## src/rtl/imm_op_pkg.sv

```systemverilog
package imm_op_pkg;

  localparam int WORD_W = 8;
  localparam int CODE_W = 8;

  localparam logic [CODE_W-1:0] CODE_MERGE = 8'h8B;
  localparam logic [CODE_W-1:0] CODE_LOAD  = 8'hAB;
  localparam logic [CODE_W-1:0] CODE_SUB   = 8'hCB;

  typedef enum logic [1:0] {
    KIND_MERGE = 2'd0,
    KIND_LOAD  = 2'd1,
    KIND_SUB   = 2'd2,
    KIND_NONE  = 2'd3
  } op_kind_e;

  typedef struct packed {
    logic c;
    logic n;
    logic z;
    logic v;
  } flags_t;

  // Wired-AND merge of both registers and the operand through the OR constant.
  function automatic logic [WORD_W-1:0] merge_value(
    input logic [WORD_W-1:0] a,
    input logic [WORD_W-1:0] x,
    input logic [WORD_W-1:0] operand,
    input logic [WORD_W-1:0] magic
  );
    return (a | magic) & x & operand;
  endfunction

  // Plain load form: accumulator masked by the operand only.
  function automatic logic [WORD_W-1:0] plain_value(
    input logic [WORD_W-1:0] a,
    input logic [WORD_W-1:0] operand
  );
    return a & operand;
  endfunction

  // Compare-style subtraction: bit WORD_W is the no-borrow carry.
  function automatic logic [WORD_W:0] masked_sub(
    input logic [WORD_W-1:0] a,
    input logic [WORD_W-1:0] x,
    input logic [WORD_W-1:0] operand
  );
    logic [WORD_W:0] lhs;
    logic [WORD_W:0] rhs;
    lhs = {1'b0, a & x};
    rhs = {1'b0, ~operand};
    return lhs + rhs + {{WORD_W{1'b0}}, 1'b1};
  endfunction

endpackage

```

## src/rtl/imm_op_decode.sv

```systemverilog
module imm_op_decode
  import imm_op_pkg::*;
(
  input  logic [CODE_W-1:0] opcode,
  output op_kind_e          kind,
  output logic              bad_code
);

  always_comb begin
    unique case (opcode)
      CODE_MERGE: kind = KIND_MERGE;
      CODE_LOAD:  kind = KIND_LOAD;
      CODE_SUB:   kind = KIND_SUB;
      default:    kind = KIND_NONE;
    endcase
  end

  assign bad_code = (kind == KIND_NONE);

endmodule

```

## src/rtl/imm_op_merge.sv

```systemverilog
module imm_op_merge
  import imm_op_pkg::*;
#(
  parameter logic [WORD_W-1:0] MAGIC      = 8'hEE,
  parameter bit                PLAIN_LOAD = 1'b0
)(
  input  logic [WORD_W-1:0] a,
  input  logic [WORD_W-1:0] x,
  input  logic [WORD_W-1:0] operand,
  output logic [WORD_W-1:0] merge_res,
  output logic [WORD_W-1:0] load_res
);

  assign merge_res = merge_value(a, x, operand, MAGIC);

  generate
    if (PLAIN_LOAD) begin : g_plain
      assign load_res = plain_value(a, operand);
    end else begin : g_magic
      assign load_res = merge_value(a, x, operand, MAGIC);
    end
  endgenerate

endmodule

```

## src/rtl/imm_op_sub.sv

```systemverilog
module imm_op_sub
  import imm_op_pkg::*;
(
  input  logic [WORD_W-1:0] a,
  input  logic [WORD_W-1:0] x,
  input  logic [WORD_W-1:0] operand,
  output logic [WORD_W-1:0] diff,
  output logic              no_borrow
);

  logic [WORD_W:0] raw;

  assign raw       = masked_sub(a, x, operand);
  assign diff      = raw[WORD_W-1:0];
  assign no_borrow = raw[WORD_W];

endmodule

```

## src/rtl/imm_op_unit.sv

```systemverilog
module imm_op_unit
  import imm_op_pkg::*;
#(
  parameter logic [WORD_W-1:0] MAGIC      = 8'hEE,
  parameter bit                PLAIN_LOAD = 1'b0
)(
  input  logic              clk,
  input  logic              rst_n,
  input  logic              start,
  input  logic [CODE_W-1:0] opcode,
  input  logic [WORD_W-1:0] a_in,
  input  logic [WORD_W-1:0] x_in,
  input  logic [WORD_W-1:0] imm,
  input  logic              c_in,
  input  logic              d_in,
  input  logic              n_in,
  input  logic              z_in,
  input  logic              v_in,
  output logic [WORD_W-1:0] a_out,
  output logic [WORD_W-1:0] x_out,
  output logic              c_out,
  output logic              n_out,
  output logic              z_out,
  output logic              v_out,
  output logic              done,
  output logic              illegal
);

  op_kind_e          kind;
  logic              bad_code;
  logic [WORD_W-1:0] merge_res;
  logic [WORD_W-1:0] load_res;
  logic [WORD_W-1:0] sub_diff;
  logic              sub_carry;

  // Named events for the checker.
  logic op_merge;
  logic op_load;
  logic op_sub;

  // The decimal flag plays no part in any of these opcodes.
  logic unused_decimal;
  assign unused_decimal = d_in;

  imm_op_decode u_dec (
    .opcode   (opcode),
    .kind     (kind),
    .bad_code (bad_code)
  );

  imm_op_merge #(
    .MAGIC      (MAGIC),
    .PLAIN_LOAD (PLAIN_LOAD)
  ) u_merge (
    .a         (a_in),
    .x         (x_in),
    .operand   (imm),
    .merge_res (merge_res),
    .load_res  (load_res)
  );

  imm_op_sub u_sub (
    .a         (a_in),
    .x         (x_in),
    .operand   (imm),
    .diff      (sub_diff),
    .no_borrow (sub_carry)
  );

  assign op_merge = (kind == KIND_MERGE);
  assign op_load  = (kind == KIND_LOAD);
  assign op_sub   = (kind == KIND_SUB);

  logic [WORD_W-1:0] a_nxt;
  logic [WORD_W-1:0] x_nxt;
  flags_t            f_nxt;

  always_comb begin
    a_nxt = a_in;
    x_nxt = x_in;
    f_nxt = '{c: c_in, n: n_in, z: z_in, v: v_in};
    unique case (kind)
      KIND_MERGE: begin
        a_nxt   = merge_res;
        f_nxt.n = merge_res[WORD_W-1];
        f_nxt.z = (merge_res == '0);
      end
      KIND_LOAD: begin
        a_nxt   = load_res;
        x_nxt   = load_res;
        f_nxt.n = load_res[WORD_W-1];
        f_nxt.z = (load_res == '0);
      end
      KIND_SUB: begin
        x_nxt   = sub_diff;
        f_nxt.c = sub_carry;
        f_nxt.n = sub_diff[WORD_W-1];
        f_nxt.z = (sub_diff == '0);
      end
      default: begin
      end
    endcase
  end

  always_ff @(posedge clk or negedge rst_n) begin
    if (!rst_n) begin
      a_out   <= '0;
      x_out   <= '0;
      c_out   <= 1'b0;
      n_out   <= 1'b0;
      z_out   <= 1'b0;
      v_out   <= 1'b0;
      done    <= 1'b0;
      illegal <= 1'b0;
    end else begin
      done    <= start;
      illegal <= start & bad_code;
      if (start) begin
        a_out <= a_nxt;
        x_out <= x_nxt;
        c_out <= f_nxt.c;
        n_out <= f_nxt.n;
        z_out <= f_nxt.z;
        v_out <= f_nxt.v;
      end
    end
  end

endmodule

```

## config.mk

```make
export PLATFORM = sky130hd
export DESIGN_NAME = imm_op_unit
export DESIGN_NICKNAME = d
export VERILOG_FILES = /design/src/rtl/imm_op_pkg.sv /design/src/rtl/imm_op_decode.sv /design/src/rtl/imm_op_merge.sv /design/src/rtl/imm_op_sub.sv /design/src/rtl/imm_op_unit.sv
export SDC_FILE = /design/constraint.sdc
export NUM_CORES = 1
export LEC_CHECK = 0
export ABC_AREA = 1
export CAP_MARGIN = 0
export CELL_PAD_IN_SITES_DETAIL_PLACEMENT = 0
export CELL_PAD_IN_SITES_GLOBAL_PLACEMENT = 1
export CORE_ASPECT_RATIO = 0.7
export CORE_MARGIN = 2
export CORE_UTILIZATION = 32
export CTS_CLUSTER_DIAMETER = 200
export DETAILED_ROUTE_END_ITERATION = 10
export PLACE_DENSITY = 0.83
export SYNTH_ARGS = -nofsm -noshare
export SYNTH_HDL_FRONTEND = slang
export SYNTH_HIERARCHICAL = 1
export SYNTH_SLANG_ARGS = --single-unit
```

## constraint.sdc

```tcl
create_clock -name clk -period 0.9 [get_ports clk]
set_clock_uncertainty 0.05 [all_clocks]
set_input_delay 0.18 -clock clk [delete_from_list [all_inputs] [get_ports clk]]
set_output_delay 0.18 -clock clk [all_outputs]
set_load 0.03 [all_outputs]
```

==> flow_summary.json <==
{
  "r2r-start": "x_out[7]$_DFFE_PN0P_",
  "tritoncts": "built",
  "crit_top_cell": "nand2_1",
  "grt_pass1_wl_microns": 12000,
  "yosys-top-cells-area": "dfrtp_1 (28%), nand2_1 (17%), inv_1 (9.4%), ha_1 (7.7%), a21oi_1 (6.1%)",
  "critPathMaxFanout": 5,
  "async_flop_share_pct": 100,
  "clkTransAtPathRegs_ns": 0.09,
  "grt_usage_pct": 21.4,
  "grt_setup_unrepaired": "yes",
  "yosys.area.top_type": "dfrtp_1",
  "worstPathRequired_ns": 1.06,
  "final.setup.tns_ns": -11.77,
  "ctsHoldBuffers": 0,
  "synth_compound_area_share_pct": 13.4,
  "violations": "setup timing",
  "rows": 23,
  "nNetsFinal": 484,
  "synth-seq-cells": 22,
  "max-slew-margin-rel_pct": 80.2,
  "dieHeight_microns": 69.4,
  "synthCells": 302,
  "p_leak_uw": 0.00199,
  "cts-buffers-inserted": 3,
  "die_w_microns": 97.4,
  "period_minus_slack_ns": 1.54,
  "crit_slowest_cell": "ha_4",
  "antennaDiodeCount": 0,
  "ant_nets": 0,
  "synth_cell_type_count": 27,
  "synth_edf_count": 0,
  "cp-start-kind": "input port",
  "p_total_uw": 3780,
  "peakVddDrop_uv": 712,
  "dpl.cell_count": 477,
  "synth_top_area_share_pct": 28.2,
  "initialDrtViolationCount": 71,
  "yosys.cell_count.top_type": "nand2_1",
  "fill_cells": 481,
  "grt_antenna_before_repair": 0,
  "cp-end-kind": "flip-flop",
  "synth_top_family_by_area": "simple AND/OR/NAND/NOR gates",
  "syn_to_final_growth_pct": 100,
  "status": "finished, violations left",
  "p_per_area_nw_per_um2": 967,
  "cp.arrival_ns": 1.70,
  "ys.flop_type": "dfrtp_1",
  "synthXorXnorAreaFrac_pct": 1.34,
  "fin_crit_sh_pct": 171,
  "cts.sinks": 22,
  "htreeDepth": 1,
  "clk-insertion-delay-late_ns": 0.26,
  "hpwlAfterDp_microns": 5170,
  "synth_area_per_cell_sq_um": 6.47,
  "slew_violations": 0,
  "drive_gt1_share_pct": 61.6,
  "crit_chain": "buf_8 -> nand2_4 -> inv_2 -> ha_4 -> a21oi_4 -> nand2_4 -> buf_4 -> xor2_2 -> nor2_1 -> nand2_1 -> nor2_1 -> nor2_1 -> nand2_1 -> nand2_1 -> nand2_1",
  "wl_per_cell_microns": 14.1,
  "synth_common_cells": "nand2_1 (89), inv_1 (49), nor2_1 (30), a21oi_1 (24), dfrtp_1 (22)",
  "core-area_sq_um": 5810,
  "synthAdderAreaFrac_pct": 8.71,
  "max_freq_ghz": 0.650,
  "hold_violations": 0,
  "grt_max_degree": 23,
  "worst_slack_ns": -0.638,
  "ff2ff_path_depth": 4,
  "cap_violations": 0,
  "rrSetupSlack_ns": -0.09,
  "gp_congestion": 0.877,
  "critical_path_class": "in -> reg",
  "postRouteWirelength_microns": 7100,
  "firstDrtPassIters": 4,
  "drc_errors": 0,
  "fin_util_pct": 67.2,
  "io_buffers": 60,
  "vias": 2371,
  "yosysSeqAreaShare_pct": 28.2,
  "finalSetupViolCount": 42,
  "max_stage_delay_ns": 0.27,
  "start_util_pct": 33.6,
  "boundaryPins": 62,
  "grt_pass1_vias": 2487,
  "ys_warn_count": 6,
  "tightest_slew_ns": 0.296,
  "via_per_inst": 4.70,
  "cts-root-buf": "clkbuf_8",
  "grt.overflow.total": 0,
  "synthSimpleGateAreaFrac_pct": 31.3,
  "hold_class": "in -> async",
  "syn_area_sq_um": 1950,
  "rr_endpoint": "x_out[7]$_DFFE_PN0P_",
  "stdcell_count": 505,
  "timing.hold.ws_ns": 0.201,
  "synthMuxAreaShare_pct": 0,
  "max-clock-path-buffers": 2,
  "synth_nets": 355,
  "dieArea_sq_um": 6760
}
-- cell type report --
class	instances	area [sq um]	area share, %
repair buffers	139	1250	32.0
inverters	54	254	6.50
clock buffers	3	41.3	1.06
repair inverters	1	8.76	0.224
clock inverters	1	30.0	0.768
well taps	75	93.8	2.40
multi-input cells	210	1680	42.9
flip-flops and latches	22	551	14.1
-- worst max-delay path: cells and delay by family --
kind	cells	cell delay (ns)
compound gates	1	0.17
xor+xnor	1	0.15
fa+ha+maj	1	0.27
buf+inv	3	0.28
simple gates	9	0.64
-- state kept, by name, summed over array words and instances (netlist names) --
register	count
a_out	8
c_out	1
done	1
illegal	1
n_out	1
v_out	1
x_out	8
z_out	1
-- repair_timing --
item                       4_1_cts  5_1_grt
pin swaps                       78       25
resized for setup              268       18
hold endpoints to repair         0        0
setup endpoints to repair       43       42
gates cloned                     1        0
buffers inserted                16       11
-- layer usage --
layer | part of all wire (%) | global-route usage, % | vias to the layer above
met5 | 0 | 0 | -
met1 | 46 | 29.5 | 1115
met2 | 48 | 36.7 | 63
li1 | - | - | 1187
met3 | 5.0 | 3.83 | 6
met4 | 0.83 | 2.01 | 0
-- power breakdown --
part           leakage (uW)  total, uW  internal [uW]  switching (uW)
sequential         0.000257       1150           1080            70.2
clock             0.0000357        937            594             342
combinational       0.00170       1700            827             870
total               0.00199       3780           2500            1280
-- cell usage in the layout (no fill, tap or decap), types with 4 or more instances in the layout --
| cell type | synthesis | final |
|---|---|---|
| inv_2 | 3 | 21 |
| a41oi_2 | 0 | 6 |
| a21oi_1 | 24 | 11 |
| clkdlybuf4s50_1 | 0 | 5 |
| nand3_2 | 0 | 11 |
| nand2_1 | 89 | 53 |
| buf_12 | 0 | 5 |
| nor2_2 | 6 | 8 |
| a21oi_4 | 0 | 4 |
| nor2_1 | 30 | 25 |
| nand2_2 | 3 | 24 |
| nand2_4 | 0 | 13 |
| ha_4 | 0 | 11 |
| buf_6 | 3 | 38 |
| dlygate4sd2_1 | 0 | 4 |
| dfrtp_1 | 22 | 22 |
| o21ai_1 | 2 | 6 |
| inv_1 | 49 | 26 |
| buf_8 | 0 | 4 |
| a21oi_2 | 1 | 10 |
| buf_4 | 11 | 63 |
| nor2_4 | 1 | 4 |
| buf_2 | 0 | 19 |
-- worst max path at each step --
stage | from | end | slack, ns | cells past startpoint
2_1_floorplan | a_in[0] | z_out$_DFFE_PN0P_ | -0.66 | 14
3_3_place_gp | a_in[0] | z_out$_DFFE_PN0P_ | -1.37 | 15
3_5_place_dp | a_in[0] | z_out$_DFFE_PN0P_ | -1.39 | 16
4_1_cts | a_in[0] | z_out$_DFFE_PN0P_ | -0.61 | 15
5_1_grt | x_in[2] | z_out$_DFFE_PN0P_ | -0.72 | 15
6_report | x_in[2] | z_out$_DFFE_PN0P_ | -0.64 | 15
-- cells by family (layout without fill, tap and decap cells) --
| group | count (synthesis) | in the layout |
|---|---|---|
| compound gates | 46 | 46 |
| simple gates | 148 | 148 |
| buf+inv | 70 | 198 |
| fa+ha+maj | 13 | 13 |
| flops | 22 | 22 |
| xor+xnor | 3 | 3 |
-- per-stage QoR --
step	setup WS (ns)	cell area (sq um)
after floorplan	-0.662	2210
after global placement	-1.37	3200
after detailed placement	-1.39	3200
after CTS	-0.614	3760
after global routing	-0.715	3910
final	-0.638	3910
Power figures use the tool's default switching activity.
